<file path="src/rtl/pcnt_pkg.sv">
package pcnt_pkg;
  typedef enum logic [1:0] {
    MODE_HOLD  = 2'd0,
    MODE_COUNT = 2'd1,
    MODE_LOAD  = 2'd2,
    MODE_CLEAR = 2'd3
  } pcnt_mode_e;
endpackage

</file>
<file path="src/rtl/pcnt_mode_dec.sv">
module pcnt_mode_dec
  import pcnt_pkg::*;
#(
  parameter bit ASYNC_CLR = 1'b0
) (
  input  logic       clr_n,
  input  logic       load_n,
  input  logic       en_p,
  input  logic       en_t,
  output pcnt_mode_e mode
);
  logic sync_clr;

  generate
    if (ASYNC_CLR) begin : g_async
      // Clear is handled directly by the state flops.
      assign sync_clr = 1'b0;
    end else begin : g_sync
      assign sync_clr = ~clr_n;
    end
  endgenerate

  always_comb begin
    if (sync_clr)            mode = MODE_CLEAR;
    else if (!load_n)        mode = MODE_LOAD;
    else if (en_p && en_t)   mode = MODE_COUNT;
    else                     mode = MODE_HOLD;
  end
endmodule

</file>
<file path="src/rtl/pcnt_state.sv">
module pcnt_state
  import pcnt_pkg::*;
#(
  parameter int WIDTH     = 4,
  parameter bit ASYNC_CLR = 1'b0
) (
  input  logic             clk,
  input  logic             rst,
  input  logic             clr_n,
  input  pcnt_mode_e       mode,
  input  logic [WIDTH-1:0] din,
  output logic [WIDTH-1:0] q
);
  localparam logic [WIDTH-1:0] ONE = WIDTH'(1);

  logic [WIDTH-1:0] nxt;

  always_comb begin
    unique case (mode)
      MODE_CLEAR: nxt = '0;
      MODE_LOAD:  nxt = din;
      MODE_COUNT: nxt = q + ONE;
      default:    nxt = q;
    endcase
  end

  generate
    if (ASYNC_CLR) begin : g_async_ff
      always_ff @(posedge clk or negedge clr_n) begin
        if (!clr_n)   q <= '0;
        else if (rst) q <= '0;
        else          q <= nxt;
      end
    end else begin : g_sync_ff
      always_ff @(posedge clk) begin
        if (rst) q <= '0;
        else     q <= nxt;
      end
    end
  endgenerate
endmodule

</file>
<file path="src/rtl/pcnt_carry.sv">
module pcnt_carry #(
  parameter int WIDTH = 4
) (
  input  logic [WIDTH-1:0] q,
  input  logic             en_t,
  output logic             carry
);
  localparam logic [WIDTH-1:0] TERMINAL = {WIDTH{1'b1}};

  assign carry = en_t && (q == TERMINAL);
endmodule

</file>
<file path="src/rtl/preset_counter.sv">
module preset_counter
  import pcnt_pkg::*;
#(
  parameter int WIDTH     = 4,
  parameter bit ASYNC_CLR = 1'b0
) (
  input  logic             clk,
  input  logic             rst,
  input  logic             clr_n,
  input  logic             load_n,
  input  logic             en_p,
  input  logic             en_t,
  input  logic [WIDTH-1:0] din,
  output logic [WIDTH-1:0] q,
  output logic             carry
);
  pcnt_mode_e mode;

  pcnt_mode_dec #(.ASYNC_CLR(ASYNC_CLR)) u_dec (
    .clr_n (clr_n),
    .load_n(load_n),
    .en_p  (en_p),
    .en_t  (en_t),
    .mode  (mode)
  );

  pcnt_state #(.WIDTH(WIDTH), .ASYNC_CLR(ASYNC_CLR)) u_state (
    .clk  (clk),
    .rst  (rst),
    .clr_n(clr_n),
    .mode (mode),
    .din  (din),
    .q    (q)
  );

  pcnt_carry #(.WIDTH(WIDTH)) u_carry (
    .q    (q),
    .en_t (en_t),
    .carry(carry)
  );
endmodule

</file>
<file path="config.mk">
export PLATFORM = sky130hd
export DESIGN_NAME = preset_counter
export DESIGN_NICKNAME = d
export VERILOG_FILES = /design/src/rtl/pcnt_pkg.sv /design/src/rtl/pcnt_mode_dec.sv /design/src/rtl/pcnt_state.sv /design/src/rtl/pcnt_carry.sv /design/src/rtl/preset_counter.sv
export SDC_FILE = /design/constraint.sdc
export NUM_CORES = 1
export LEC_CHECK = 0
export BUFFER_PORTS_ARGS = -buffer_cell sky130_fd_sc_hd__buf_2
export CAP_MARGIN = 20
export CELL_PAD_IN_SITES_DETAIL_PLACEMENT = 1
export CELL_PAD_IN_SITES_GLOBAL_PLACEMENT = 1
export CORE_AREA = 2 2 39 41
export CTS_CLUSTER_SIZE = 20
export DETAILED_ROUTE_END_ITERATION = 10
export DIE_AREA = 0 0 41 43
export PLACE_DENSITY = 0.52
export SYNTH_ARGS = -nofsm -noshare
export SYNTH_HDL_FRONTEND = slang
export SYNTH_SLANG_ARGS = --single-unit
</file>
<file path="constraint.sdc">
create_clock -name clk -period 1.6 [get_ports clk]
set_clock_uncertainty 0.2 [all_clocks]
set_input_delay 0.24 -clock clk [delete_from_list [all_inputs] [get_ports clk]]
set_output_delay 0.24 -clock clk [all_outputs]
set_load 0.02 [all_outputs]
</file>
==> results of run 1 <==
## where the power goes
group | switching, µW | internal, µW | total, µW
clock network | 41.2 | 83.9 | 125
registers | 5.94 | 105 | 111
logic | 27.2 | 23.7 | 50.9
## stage by stage
stage / hold WS, ns / cell area (µm²) / setup WS, ns / util (%)
floorplan: 0.119 / 254 / 0.165 / -
global placement: 0.231 / 333 / 0.255 / 24.1
detailed placement: 0.228 / 333 / 0.225 / 24.1
CTS: 0.0739 / 370 / 0.0289 / 26.8
global route: 0.0776 / 383 / 0.0290 / 27.7
finish: 0.0757 / 383 / 0.0840 / 27.7
## per-layer routing
metal  track usage [%]  vias to the layer above
li1                  -                      148
met5                 0                        -
met1              9.97                      128
met3              7.85                        0
met4              2.00                        0
met2              15.0                       12
## cell families (layout without fill, tap and decap cells)
group                      count (synthesis)  in the layout  synth area share (%)
xor gates and xnor gates                   2              2                  6.90
DFF                                        4              4                  31.5
buffers and inverters                      2             19                  5.91
AOI/OAI and AO/OA                          6              6                  17.2
adders and majority gates                  1              1                  4.93
and+or+nand+nor                           15             15                  33.5
## layout by cell type (no fill, tap or decap)
cell type / n
o21bai_1: 1
nand4_1: 1
nor4_1: 1
and4_1: 1
a311oi_1: 1
a31oi_1: 2
clkbuf_4: 3
dfxtp_1: 2
nor3_1: 1
and3b_1: 1
buf_2: 13
buf_4: 1
nand2_1: 3
dfxtp_2: 2
ha_4: 1
nand3_1: 2
xor2_1: 2
a211oi_1: 2
dlygate4sd3_1: 1
nand2b_1: 1
nor2_1: 2
nor3b_1: 2
inv_1: 1
## critical path, cell delays in order (launching register included)
cell     delay, ns
dfxtp_2       0.37
ha_4          0.15
and4_1        0.18
buf_4         0.14
## final cells by class
cell class	instances	area (µm²)	share of cell area, %
Tap cell	16	20.0	5.23
Sequential cell	4	82.6	21.6
Clock buffer	3	22.5	5.88
Multi-Input combinational cell	24	171	44.8
Timing Repair Buffer	15	82.6	21.6
Inverter	1	3.75	0.980
## path summary, 6_finish.rpt
kind | cells after the start | start | end
worst max-delay path | 3 | u_state.q[0] | carry
worst min-delay path | 3 | din[0] | u_state.q[0]
worst max register to register | 4 | u_state.q[0] | u_state.q[2]
worst min register to register | 2 | u_state.q[1] | u_state.q[1]
## repair_timing
item | 4_1_cts | 5_1_grt
cloned | 0 | 0
endpoints found under the setup margin | 1 | 1
hold endpoints to repair | 1 | 0
pin swaps | 0 | 0
gates resized for setup | 3 | 2
hold buffers | 1 | 0
==> flow_metrics.env, run 1 <==
export IMPL_synthesis_area_um2=254
export IMPL_finalMaxSlewViolations=0
export IMPL_layout_nets=60
export IMPL_vias=288
export IMPL_synth_edf_count=0
export IMPL_final_cells=63
export IMPL_hold_viol_final=0
export IMPL_peakVddDrop_mv=0.380
export IMPL_die_h_um=43
export IMPL_drt_pass1_iter_count=1
export IMPL_critPathCaptureType="output pin"
export IMPL_synthCells=30
export IMPL_clk_pin_slew_worst_paths_ns=0.03
export IMPL_numCtsBuffers=3
export IMPL_cts_tree="yes"
export IMPL_async_flop_share_pct=0
export IMPL_min_period_over_period_pct=94.7
export IMPL_clock_sinks=4
export IMPL_synth_seq_area_share_pct=31.5
export IMPL_r2r_slack_ns=0.39
export IMPL_critPathKind="register to output pin"
export IMPL_ant_nets=0
export IMPL_areaGrowthSynthToFinish_pct=50.7
export IMPL_relSlewSlack_pct=85.4
export IMPL_grt_pass1_wl_um=1070
export IMPL_cts_root_buf="clkbuf_4"
export IMPL_overflow=0
export IMPL_synth_common_cells="dfxtp_1, nand2_1"
export IMPL_gp_congestion=0.674
export IMPL_track_usage_pct=9.74
export IMPL_highest_layer="met3"
export IMPL_largest_reg_flops=4
export IMPL_initial_utilization_pct=18.4
export IMPL_yosysMostFrequentCell="dfxtp_1"
export IMPL_startpoint_type="register"
export IMPL_place_hpwl_um=572
export IMPL_die_w_um=41
export IMPL_fill_cells=177
export IMPL_powerDensity_nw_per_um2=750
export IMPL_design_core_area_um2=1380
export IMPL_pin_count=15
export IMPL_min_period_ns=1.52
export IMPL_critPathArrivalTime_ns=1.08
export IMPL_antennaDiodeCount=0
export IMPL_synth_avg_cell_area_um2=8.47
export IMPL_post_place_cells=59
export IMPL_hp_class="input pin to register"
export IMPL_postCtsSetupBuffers=0
export IMPL_grt_max_degree=10
export IMPL_rows=14
export IMPL_drive_above_1_share_pct=42.6
export IMPL_power_uw=287
export IMPL_yosysTopAreaCell="dfxtp_1"
export IMPL_rsz0062_at_grt="false"
export IMPL_run_status="finished clean"
export IMPL_wirelength_um=717
export IMPL_synth_seq_cells=4
export IMPL_max_freq_mhz=660
export IMPL_post_route_drc_count=0
export IMPL_synth_top_cell_area_share_pct=31.5
export IMPL_post_drt_wl_per_cell_um=11.4
export IMPL_synth_cell_types=19
export IMPL_required_ns=1.16
export IMPL_cts_buffer_depth=2
export IMPL_synth_net_count=41
export IMPL_met2_length_um=332
export IMPL_p_leak_uw=0.000172
export IMPL_wl_met1_um=305
export IMPL_met3_length_um=79
export IMPL_die_area_um2=1760
export IMPL_clkLatencyLatePin_ns=0.24
export IMPL_yosys_top_cells_area="dfxtp_1, xor2_1, a211oi_1, nor3b_1, a31oi_1"
export IMPL_first_global_vias=267
export IMPL_worst_slew_pin_slew_ns=0.217
export IMPL_worstPathMaxFanout=4
export IMPL_tns_ns=0
export IMPL_max_cap_viol_count=0
export IMPL_regMostFlops="u_state.q"
export IMPL_setup_violations=0
export IMPL_yosysWarnings=0
export IMPL_antenna_found_initial=0
export IMPL_synth_main_ff_cell="dfxtp_1"
export IMPL_h_tree_depth=1
export IMPL_port_buffers=14
export IMPL_largest_registers="u_state.q (4)"
export IMPL_via_per_inst=4.57
export IMPL_drtIter0Drc=0
No activity file was read; power rests on OpenSTA's default activity.
==> run 2: changes to the inputs <==
--- a/config.mk
+++ b/config.mk
@@ -13,7 +13,7 @@
 export CTS_CLUSTER_SIZE = 20
 export DETAILED_ROUTE_END_ITERATION = 10
 export DIE_AREA = 0 0 41 43
-export PLACE_DENSITY = 0.52
+export PLACE_DENSITY_LB_ADDON = 0.1
 export SYNTH_ARGS = -nofsm -noshare
 export SYNTH_HDL_FRONTEND = slang
 export SYNTH_SLANG_ARGS = --single-unit
==> run 2 against run 1 <==
Global-route usage up 3.5 points. Final area increased by 0.65%. Wire length increased by 21%. Sequential power barely moved. Combinational power grew 4%. Hold slack worse by 0.0094 ns.
==> flow_metrics.env, run 2 (synthesis gave the netlist of run 1 again) <==
export IMPL_critPathArrivalTime_ns=1.08
export IMPL_initial_utilization_pct=18.4
export IMPL_regMostFlops="u_state.q"
export IMPL_p_clk_share_pct=44.9
export IMPL_drtIter0Drc=3
export IMPL_grt_max_degree=10
export IMPL_critPathKind="register to output pin"
export IMPL_drt_pass1_iter_count=2
export IMPL_crit_path_top_delay_cell="dfxtp_4"
export IMPL_startpoint_type="register"
export IMPL_tns_ns=0
export IMPL_areaGrowthSynthToFinish_pct=51.7
export IMPL_dpl_cell_area_um2=333
export IMPL_setup_violations=0
export IMPL_finalMaxSlewViolations=0
export IMPL_post_drt_wl_per_cell_um=13.8
export IMPL_setup_slack_ns=0.0783
export IMPL_first_global_vias=338
export IMPL_power_frac_seq_pct=37.3
export IMPL_netSwitchingPower_uw=83.0
export IMPL_min_period_ns=1.52
export IMPL_ant_nets=0
export IMPL_final_area_um2=385
export IMPL_cpLargestDelayFamily="flip-flops"
export IMPL_antennaDiodeCount=0
export IMPL_overflow=0
export IMPL_run_status="finished clean"
export IMPL_cts_root_buf="clkbuf_4"
export IMPL_antenna_found_initial=0
export IMPL_p_int_uw=212
export IMPL_hold_viol_final=0
export IMPL_slowest_delay_ns=0.36
export IMPL_port_buffers=14
export IMPL_drive_above_1_share_pct=42.6
export IMPL_hp_class="input pin to register"
export IMPL_path_buf_inv=1
export IMPL_clk_pin_slew_worst_paths_ns=0.04
export IMPL_die_h_um=43
export IMPL_path_cells="ha_4 -> and4_1 -> buf_4"
export IMPL_final_common_cell="buf_2"
export IMPL_vias=305
export IMPL_die_area_um2=1760
export IMPL_max_cap_viol_count=0
export IMPL_relSlewSlack_pct=84.4
export IMPL_die_w_um=41
export IMPL_dp_slack_ns=0.223
export IMPL_gp_congestion=0.650
export IMPL_max_freq_mhz=657
export IMPL_via_per_inst=4.84
export IMPL_utilization_pct=27.8
export IMPL_largest_registers="u_state.q (4)"
export IMPL_layout_nets=60
export IMPL_rows=14
export IMPL_numCtsBuffers=3
export IMPL_grt_pass1_wl_um=1480
export IMPL_design_core_area_um2=1380
export IMPL_largest_reg_flops=4
export IMPL_pin_count=15
export IMPL_cts_tree="yes"
export IMPL_critPathCaptureType="output pin"
export IMPL_h_tree_depth=1
export IMPL_powerDensity_nw_per_um2=767
export IMPL_track_usage_pct=13.2
export IMPL_post_route_drc_count=0
export IMPL_wirelength_um=869
export IMPL_required_ns=1.16
export IMPL_postCtsSetupBuffers=0
export IMPL_worstPathMaxFanout=4
export IMPL_place_hpwl_um=670
export IMPL_min_period_over_period_pct=95.1
export IMPL_p_comb_share_pct=17.9
export IMPL_peakVddDrop_mv=0.177
export IMPL_sw_frac_of_total_pct=28.1
export IMPL_clkLatencyLatePin_ns=0.24
export IMPL_holdWs_ns=0.0664
export IMPL_layout_common_cells="buf_2, nand2_1, clkbuf_4"
export IMPL_worst_slew_pin_slew_ns=0.231
export IMPL_rsz0062_at_grt="false"
export IMPL_cts_buffer_depth=2
export IMPL_p_leak_uw=0.000172
export IMPL_clock_sinks=4
[run 2: changes by cell type in the layout (fill, tap and decap cells not counted)]
cell     delta
dfxtp_4     +1
dfxtp_2     -1
[run 2: repair_timing]
item,in CTS,in global routing
hold endpoints to repair,1,0
gates resized for setup,3,3
hold buffers,1,0
gates cloned,0,0
endpoints found under the setup margin,1,1
[run 2: power groups by stage]
| stage | registers [µW] | logic (µW) | clock network, µW |
|---|---|---|---|
| after CTS | 110 | 52.6 | 140 |
| after floorplan | 116 | 23.0 | 0 |
| final | 110 | 52.8 | 133 |
| after global placement | 111 | 48.4 | 0 |
| after global routing | 111 | 58.5 | 153 |
| after detailed placement | 111 | 50.3 | 0 |
[run 2: per-stage QoR]
stage | std cells | total power [µW]
final | 63 | 295
after floorplan | 30 | 138
after global placement | 59 | 159
after CTS | 63 | 303
after detailed placement | 59 | 162
after global routing | 63 | 323
[run 2: metal layers]
metal,global-route usage (%),part of all wire (%),up-vias
li1,-,-,147
met1,15.1,41,146
met2,19.4,49,12
met3,5.76,9.2,0
met4,8.00,0,0
met5,0,0,-
[run 2: area by class of cell]
type,instances,area [µm²]
clock buffers,3,22.5
repair buffers,15,82.6
fillers,178,998
inverters,1,3.75
multi-input cells,24,171
well taps,16,20.0
flip-flops and latches,4,85.1
[run 2: final timing paths]
kind / from / slack, ns / cells past startpoint / to
max reg2reg: u_state.q[0] / 0.35 / 4 / u_state.q[2]
max: u_state.q[0] / 0.08 / 3 / carry
min: din[0] / 0.07 / 3 / u_state.q[0]
min reg2reg: u_state.q[1] / 0.33 / 2 / u_state.q[1]
[run 2: worst min-delay path, delay by kind of cell]
kind                   cells  cell delay [ns]
AND/OR/NAND/NOR            1             0.07
buffers and inverters      1             0.10
AO/OA/AOI/OAI              1             0.05
